[config.mk]
export PLATFORM = sky130hd
export DESIGN_NAME = pulse_train_pd
export DESIGN_NICKNAME = d
export VERILOG_FILES = /design/src/rtl/pd_pkg.sv /design/src/rtl/pd_edge_sync.sv /design/src/rtl/pd_fsm.sv /design/src/rtl/pd_out.sv /design/src/rtl/pulse_train_pd.sv
export SDC_FILE = /design/constraint.sdc
export NUM_CORES = 1
export LEC_CHECK = 0
export CAP_MARGIN = 20
export CORE_MARGIN = 1
export CORE_UTILIZATION = 35
export DETAILED_ROUTE_END_ITERATION = 16
export PLACE_DENSITY_LB_ADDON = 0.08
export SETUP_SLACK_MARGIN = 0.15
export SYNTH_ARGS = -nofsm -noshare
export SYNTH_HDL_FRONTEND = slang
export SYNTH_SLANG_ARGS = --single-unit
[constraint.sdc]
create_clock -name clk_i -period 2.2 [get_ports clk_i]
set_clock_uncertainty 0.2 [all_clocks]
set_input_delay 0.44 -clock clk_i [delete_from_list [all_inputs] [get_ports clk_i]]
set_output_delay 0.44 -clock clk_i [all_outputs]
set_load 0.1 [all_outputs]
[src/rtl/pd_pkg.sv]
package pd_pkg;
  typedef enum logic [1:0] {
    ST_IDLE     = 2'd0,
    ST_REF_LEAD = 2'd1,
    ST_FB_LEAD  = 2'd2
  } pd_state_e;
endpackage

[src/rtl/pd_edge_sync.sv]
module pd_edge_sync #(
  parameter int SYNC_N = 2
) (
  input  logic clk_i,
  input  logic rst_ni,
  input  logic d_i,
  output logic rise_o
);
  logic [SYNC_N-1:0] sync_q;
  logic              last_q;

  always_ff @(posedge clk_i or negedge rst_ni) begin
    if (!rst_ni) begin
      sync_q <= '0;
      last_q <= 1'b0;
    end else begin
      sync_q <= {sync_q[SYNC_N-2:0], d_i};
      last_q <= sync_q[SYNC_N-1];
    end
  end

  assign rise_o = sync_q[SYNC_N-1] & ~last_q;
endmodule

[src/rtl/pd_fsm.sv]
module pd_fsm
  import pd_pkg::*;
#(
  parameter int DZ_W = 2,
  parameter int M    = 8
) (
  input  logic            clk_i,
  input  logic            rst_ni,
  input  logic            ref_rise_i,
  input  logic            fb_rise_i,
  input  logic [DZ_W-1:0] dead_zone_i,
  output pd_state_e       state_o,
  output logic            pulse_o,
  output logic [$clog2(M+1)-1:0] pls_cnt_o
);
  localparam int AGE_W = DZ_W + 1;
  localparam int PLS_W = $clog2(M + 1);
  localparam logic [AGE_W-1:0] AGE_MAX = AGE_W'(2 ** DZ_W);

  pd_state_e        state_q, state_d;
  logic [AGE_W-1:0] age_q;
  logic [PLS_W-1:0] pls_q;
  logic             start;
  logic             lead;

  assign lead = (state_q != ST_IDLE);

  always_comb begin
    state_d = state_q;
    start   = 1'b0;
    unique case (state_q)
      ST_IDLE: begin
        if (ref_rise_i && !fb_rise_i) begin
          state_d = ST_REF_LEAD;
          start   = 1'b1;
        end else if (fb_rise_i && !ref_rise_i) begin
          state_d = ST_FB_LEAD;
          start   = 1'b1;
        end
      end
      ST_REF_LEAD: begin
        if (fb_rise_i)       state_d = ST_IDLE;
        else if (ref_rise_i) start   = 1'b1;  // new period, restart
      end
      ST_FB_LEAD: begin
        if (ref_rise_i)      state_d = ST_IDLE;
        else if (fb_rise_i)  start   = 1'b1;
      end
      default: state_d = ST_IDLE;
    endcase
  end

  // one unit pulse per tick once past the dead zone, capped at M
  assign pulse_o = lead && (age_q >= {1'b0, dead_zone_i}) && (pls_q < PLS_W'(M));

  always_ff @(posedge clk_i or negedge rst_ni) begin
    if (!rst_ni) begin
      state_q <= ST_IDLE;
      age_q   <= '0;
      pls_q   <= '0;
    end else begin
      state_q <= state_d;
      if (start) begin
        age_q <= '0;
        pls_q <= '0;
      end else begin
        if (lead && age_q != AGE_MAX) age_q <= age_q + 1'b1;
        if (pulse_o)                  pls_q <= pls_q + 1'b1;
      end
    end
  end

  assign state_o   = state_q;
  assign pls_cnt_o = pls_q;
endmodule

[src/rtl/pd_out.sv]
module pd_out
  import pd_pkg::*;
(
  input  logic      clk_i,
  input  logic      rst_ni,
  input  pd_state_e state_i,
  input  logic      pulse_i,
  output logic      modify_o,
  output logic      direction_o
);
  always_ff @(posedge clk_i or negedge rst_ni) begin
    if (!rst_ni) begin
      modify_o    <= 1'b0;
      direction_o <= 1'b0;
    end else begin
      modify_o <= pulse_i;
      if (state_i == ST_REF_LEAD)     direction_o <= 1'b1;
      else if (state_i == ST_FB_LEAD) direction_o <= 1'b0;
    end
  end
endmodule

[src/rtl/pulse_train_pd.sv]
module pulse_train_pd
  import pd_pkg::*;
#(
  parameter int DZ_W   = 2,
  parameter int M      = 8,
  parameter int SYNC_N = 2
) (
  input  logic            clk_i,
  input  logic            rst_ni,
  input  logic            ref_i,
  input  logic            fb_i,
  input  logic [DZ_W-1:0] dead_zone_i,
  output logic            modify_o,
  output logic            direction_o
);
  localparam int NUM_IN = 2;
  localparam int PLS_W  = $clog2(M + 1);

  logic [NUM_IN-1:0] in_raw;
  logic [NUM_IN-1:0] in_rise;
  logic              ref_rise, fb_rise;
  pd_state_e         state;
  logic              pulse;
  logic [PLS_W-1:0]  pls_cnt;

  assign in_raw = {fb_i, ref_i};

  for (genvar g = 0; g < NUM_IN; g++) begin : g_sync
    pd_edge_sync #(.SYNC_N(SYNC_N)) u_sync (
      .clk_i  (clk_i),
      .rst_ni (rst_ni),
      .d_i    (in_raw[g]),
      .rise_o (in_rise[g])
    );
  end

  assign ref_rise = in_rise[0];
  assign fb_rise  = in_rise[1];

  pd_fsm #(.DZ_W(DZ_W), .M(M)) u_fsm (
    .clk_i       (clk_i),
    .rst_ni      (rst_ni),
    .ref_rise_i  (ref_rise),
    .fb_rise_i   (fb_rise),
    .dead_zone_i (dead_zone_i),
    .state_o     (state),
    .pulse_o     (pulse),
    .pls_cnt_o   (pls_cnt)
  );

  pd_out u_out (
    .clk_i       (clk_i),
    .rst_ni      (rst_ni),
    .state_i     (state),
    .pulse_i     (pulse),
    .modify_o    (modify_o),
    .direction_o (direction_o)
  );
endmodule

---- Word-level counts from Yosys, hierarchy flattened ----
Index checks and enable logic that the tools add are counted.
operators by class
  add/sub/neg operators ................... 2
  order comparisons ....................... 2
  equal/unequal tests ..................... 6
  multiplexer cells ....................... 18
  bitwise logic cells ..................... 4
  reduce and logical (&&, ||, !) cells .... 13
operators by type and width
  operator             count
  $mux 1               8
  $mux 2               4
  $mux 4               2
  $reduce_bool 2->1    4
  $mux 3               2
  $pmux 2 s3           1
  $logic_and 1x1->1    5
  $add 4x1->4 const B  1
  $lt 4x4->1 const B   1
  $ne 2x1->1 const B   2
  $add 3x1->3 const B  1
  $ge 3x2->1           1
  $ne 3x1->1 const B   1
  $ne 3x3->1 const B   1
  $pmux 1 s3           1
  $reduce_and 3->1     1
  $and 1x1->1          2
  $eq 2x1->1 const B   1
  $eq 2x2->1 const B   1
  $logic_not 1->1      2
  $logic_not 2->1      1
  $not 1->1            2
word-level totals
  register bits after elaboration ......... 17
  input port bits ......................... 6
  output and inout bits ................... 2
  logic and storage cells ................. 54

---- Depth between registers and ports, before layout ----
  depth in word-level cells ............... 8
  mapped depth ............................ 7
  gate-level depth less buffers ........... 7

---- Hierarchy ----
A second synthesis with hierarchy kept.
unflattened totals
  cell total of the unflattened synthesis .. 70
  area total of the unflattened synthesis .. 817.0 um2
by module, submodules not included
  module        instances  cells each  area each (um2)  sequential area each (um2)
  pd_fsm        1          57          558.0            225.2
  pd_edge_sync  2          4           88.8             75.1
  pd_out        1          5           81.3             50.0

---- Worst setup path after synthesis ----
No wires, ideal clock.
  kind .................................... in2reg
  start point ............................. input port dead_zone_i[1]
  end point ............................... register u_fsm.pls_q[2] (netlist: u_fsm.pls_cnt_o[2])
  library setup time ...................... 0.073 ns
  arrival time ............................ 1.470 ns
  required time ........................... 1.927 ns
  setup slack ............................. 0.456 ns
  stages on the path ...................... 6
  path buffers ............................ 0
  cell sequence ........................... inv_1 > ha_1 > nor2b_4 > a2bb2oi_2 > or4_4 > a21oi_2
on the way
  word-level cells in the longest chain between the ends .. 4
ends and longest elaborated chain
  item                                line                  source
  start, declared                     pulse_train_pd.sv:12  input logic [DZ_W-1:0] dead_zone_i,
  $ge 3x2->1                          pd_fsm.sv:54          assign pulse_o = lead && (age_q >= {1'b0, dead_zone_i}) && (pls_q < PLS_W'(M));
  $logic_and 1x1->1 (2 in a row)      pd_fsm.sv:54
  $reduce_bool 2->1 (no source line)  n/a
  end signal, assigned                pd_fsm.sv:68          if (pulse_o) pls_q <= pls_q + 1'b1;
  end, declared                       pd_fsm.sv:22          logic [PLS_W-1:0] pls_q;
Every way passes these cells.
A chain may end at the register's enable or synchronous reset.

---- Worst setup path in the final report ----
Ends and elaborated chain as after synthesis.

==> summary.md <==
| Metric | Value |
|---|---|
| Status | complete, no violations |
| Post-CTS setup buffer count | 0 |
| CTS tree | yes |
| Mean post-synth cell area | ~11 um2 |
| Fin crit period | 1.95 ns |
| Final period util | between 80 and 90% |
| Vias | between 500 and 600 |
| Layout fillers | 230 |
| Critical path's slowest cell | clkdlybuf4s50_1 |
| Synth top cells by count | dfrtp_1, ha_1, inv_1 |
| Grt ovf | 0 |
| Rows | 17 |
| HP Start | g_sync[1].u_sync.sync_q[0] |
| Arrival time worst endpoint | about 2.0 ns |
| Setup crit start kind | primary input |
| CP Launch Point | dead_zone_i[1] |
| Vias/cell | around 4.8 |
| Sw Ratio | 40.0% |
| Main area contributors after synthesis | dfrtp_1, ha_1, inv_1 |
| Hold Violations, Final | 0 |
| Worst-Margin Slew | about 0.35 ns |
| Buffers added on ports | 7 |
| F_max | a little over 500 MHz |
| Comb power frac | a little under half |
| Reg2reg start | g_sync[1].u_sync.sync_q[1] |
| CTS Buffer Depth | 2 |
| Worst vdd ir | 0.457 mV |
| DRT iter0 DRCs | 6 |
| Pwr/cell area | ~1100 nW/um2 |
| Routed WL per cell | 10.7 um |
| Drt total wl | 1.25 mm |
| Synth cell types | 25 |
| Crit path largest cell delay | around 0.45 ns |
| Core footprint | roughly 2300 um2 |
| Vias in the first global route | 532 |
| Antenna Cells | 0 |
| CP Capture Type | register |
| DRC viols | 0 |
| Top_reg_cell synth | dfrtp_1 |
| Seq cells post-synth | 17 |
| Warnings, synthesis | 0 |
| Family with the most delay on the worst path | simple AND/OR/NAND/NOR gates |
| Worst-path clk slew | ~0.090 ns |
| Crit path buf inv count | 2 |
| Top-area cell type share of the netlist area | ~50% |
| Post-CTS Hold Buffers | 0 |
| CTS root buffer | clkbuf_4 |
| Antenna viol nets, final | 0 |
| Synth async-reset ratio | 100% |
| Worst hold path class | reg2reg |
| Crit Path Max Fanout | 4 |
| Proportion of layout cells with a drive suffix above 1 | 16.9% |
| Hpwl dp | 994 um |
| Die Ht | around 51 um |
| Placer Congestion | 0.752 |
| Critical path class | in2reg |
| Worst slew margin | approximately 77% |
| Top-count cell post-synth | dfrtp_1 |
| H-tree depth | 1 |
| Gr usage total | between 10% and 20% |
| Largest area contributor in the netlist | dfrtp_1 |
| Post-synthesis sequential area ratio | approximately half |
| Critical Path RT | around 2.2 ns |
| Largest net degree at the start of global routing | 18 |
| Starting Density | a little under two fifths |
| LEAKAGE | a little under 0.0005 uW |
| Synthesized instance count | 75 |
| CTS sink cnt | 17 |
| PnR Total Power | roughly 1100 uW |
| Reg power frac | 38.9% |
| Final setup fails | 0 |
| RSZ-0062 raised after global routing | no |
| Internal | roughly 650 uW |
| Clk network pwr share | 14.3% |
| Worst-path cell chain | clkdlybuf4s50_1 > inv_1 > ha_1 > nor2b_4 > a2bb2oi_2 > or4_4 > a21oi_2 |
| I/O pin count | 8 |
| Num CTS Buffers | 3 |
| DRT Pass-1 Iters | 4 |
| Clock latency on the worst-skew pair | about 0.28 ns |
| Area Overhead vs Synth | 17.6% |
| Hold Slack | 0.156 ns |
| Mapped Area | about 850 um2 |
| Initial antenna violation count | 0 |
| DIE WIDTH | a little over 50 um |
| EDFF count, synth | 0 |
| Total of max-cap violations | 0 |
| First-pass GRT wire length | approximately 2.3 mm |
| Syn Nets | between 90 and 100 |
| Net Switching | ~430 uW |
| Layout net count | ~110 |
| Die area | ~2600 um2 |
| Cts repair resizes | 0 |
| Max-slew violations | 0 |
cell families after synthesis:
kind of cell	Yosys count	synth area share (%)
adders and majority gates	11	16.1
AOI/OAI and AO/OA	17	15.1
buffers and inverters	10	4.40
muxes	1	1.32
DFF	17	49.9
xor gates and xnor gates	2	2.05
and+or+nand+nor	17	11.1
metal layers:
layer	GRT usage, %	share of wire (%)	up-vias
met2	17.3	43	4
met1	16.9	54	267
met4	6.76	1.4	0
li1	-	-	283
met3	3.57	1.9	2
met5	0	0	-
worst paths after layout:
path	to	slack, ns	depth (start not counted)
max	u_fsm.pls_cnt_o[2]	0.25	7
min	g_sync[1].u_sync.sync_q[1]	0.16	0
max reg2reg	u_fsm.pls_cnt_o[1]	0.32	7
min reg2reg	g_sync[1].u_sync.sync_q[1]	0.16	0
max in group asynchronous	u_fsm.age_q[1]	1.34	2
min in group asynchronous	u_out.direction_o	0.27	2
layout make-up:
| type | instances | area (um2) | area share [%] |
|---|---|---|---|
| clock buffers | 3 | 22.5 | 2.24 |
| repair buffers | 10 | 87.6 | 8.73 |
| clock inverters | 1 | 5.00 | 0.499 |
| multi-input cells | 48 | 390 | 38.9 |
| flip-flops and latches | 17 | 425 | 42.4 |
| inverters | 10 | 37.5 | 3.74 |
| well taps | 28 | 35.0 | 3.49 |
metrics by stage:
stage               setup TNS [ns]  area, um2  setup WS, ns  instances  util [%]
global route                     0       1000         0.201        117      44.5
CTS                              0       1000         0.255        117      44.5
floorplan                        0        853         0.456         75         -
finish                           0       1000         0.253        117      44.5
global placement           -0.0247        976       -0.0247        113      43.3
detailed placement         -0.0477        976       -0.0477        113      43.3
cells in the final DEF, fill, tap and decap left out, types with 2 or more instances in the layout:
cell type        instances
dfrtp_1                 17
ha_1                    11
inv_1                   10
nor2_1                   8
clkdlybuf4s50_1          5
buf_4                    5
o21ai_0                  4
a21oi_1                  4
clkbuf_4                 3
nor2b_1                  2
nand2_1                  2
power by group through the flow:
stage | clock network (uW) | logic [uW] | registers [uW]
floorplan | 0 | 307 | 502
global placement | 0 | 504 | 432
detailed placement | 0 | 513 | 430
CTS | 169 | 515 | 423
global route | 186 | 570 | 431
finish | 155 | 507 | 421
worst reg2reg max path, stage by stage (launching register included):
cell and delay (ns):
dfrtp_1 0.35, nor2b_1 0.18, inv_1 0.09, ha_1 0.23, a222oi_1 0.37, nor2_1 0.07
buf_4 0.17, a21oi_1 0.14
state kept, by name, indices dropped and copies added, names as in the netlist:
| name | flops |
|---|---|
| u_fsm.pls_cnt_o | 4 |
| u_out.modify_o | 1 |
| u_out.direction_o | 1 |
| u_fsm.age_q | 3 |
| g_sync.u_sync.sync_q | 4 |
| u_fsm.state_o | 2 |
| g_sync.u_sync.last_q | 2 |
Power figures use the tool's default switching activity.
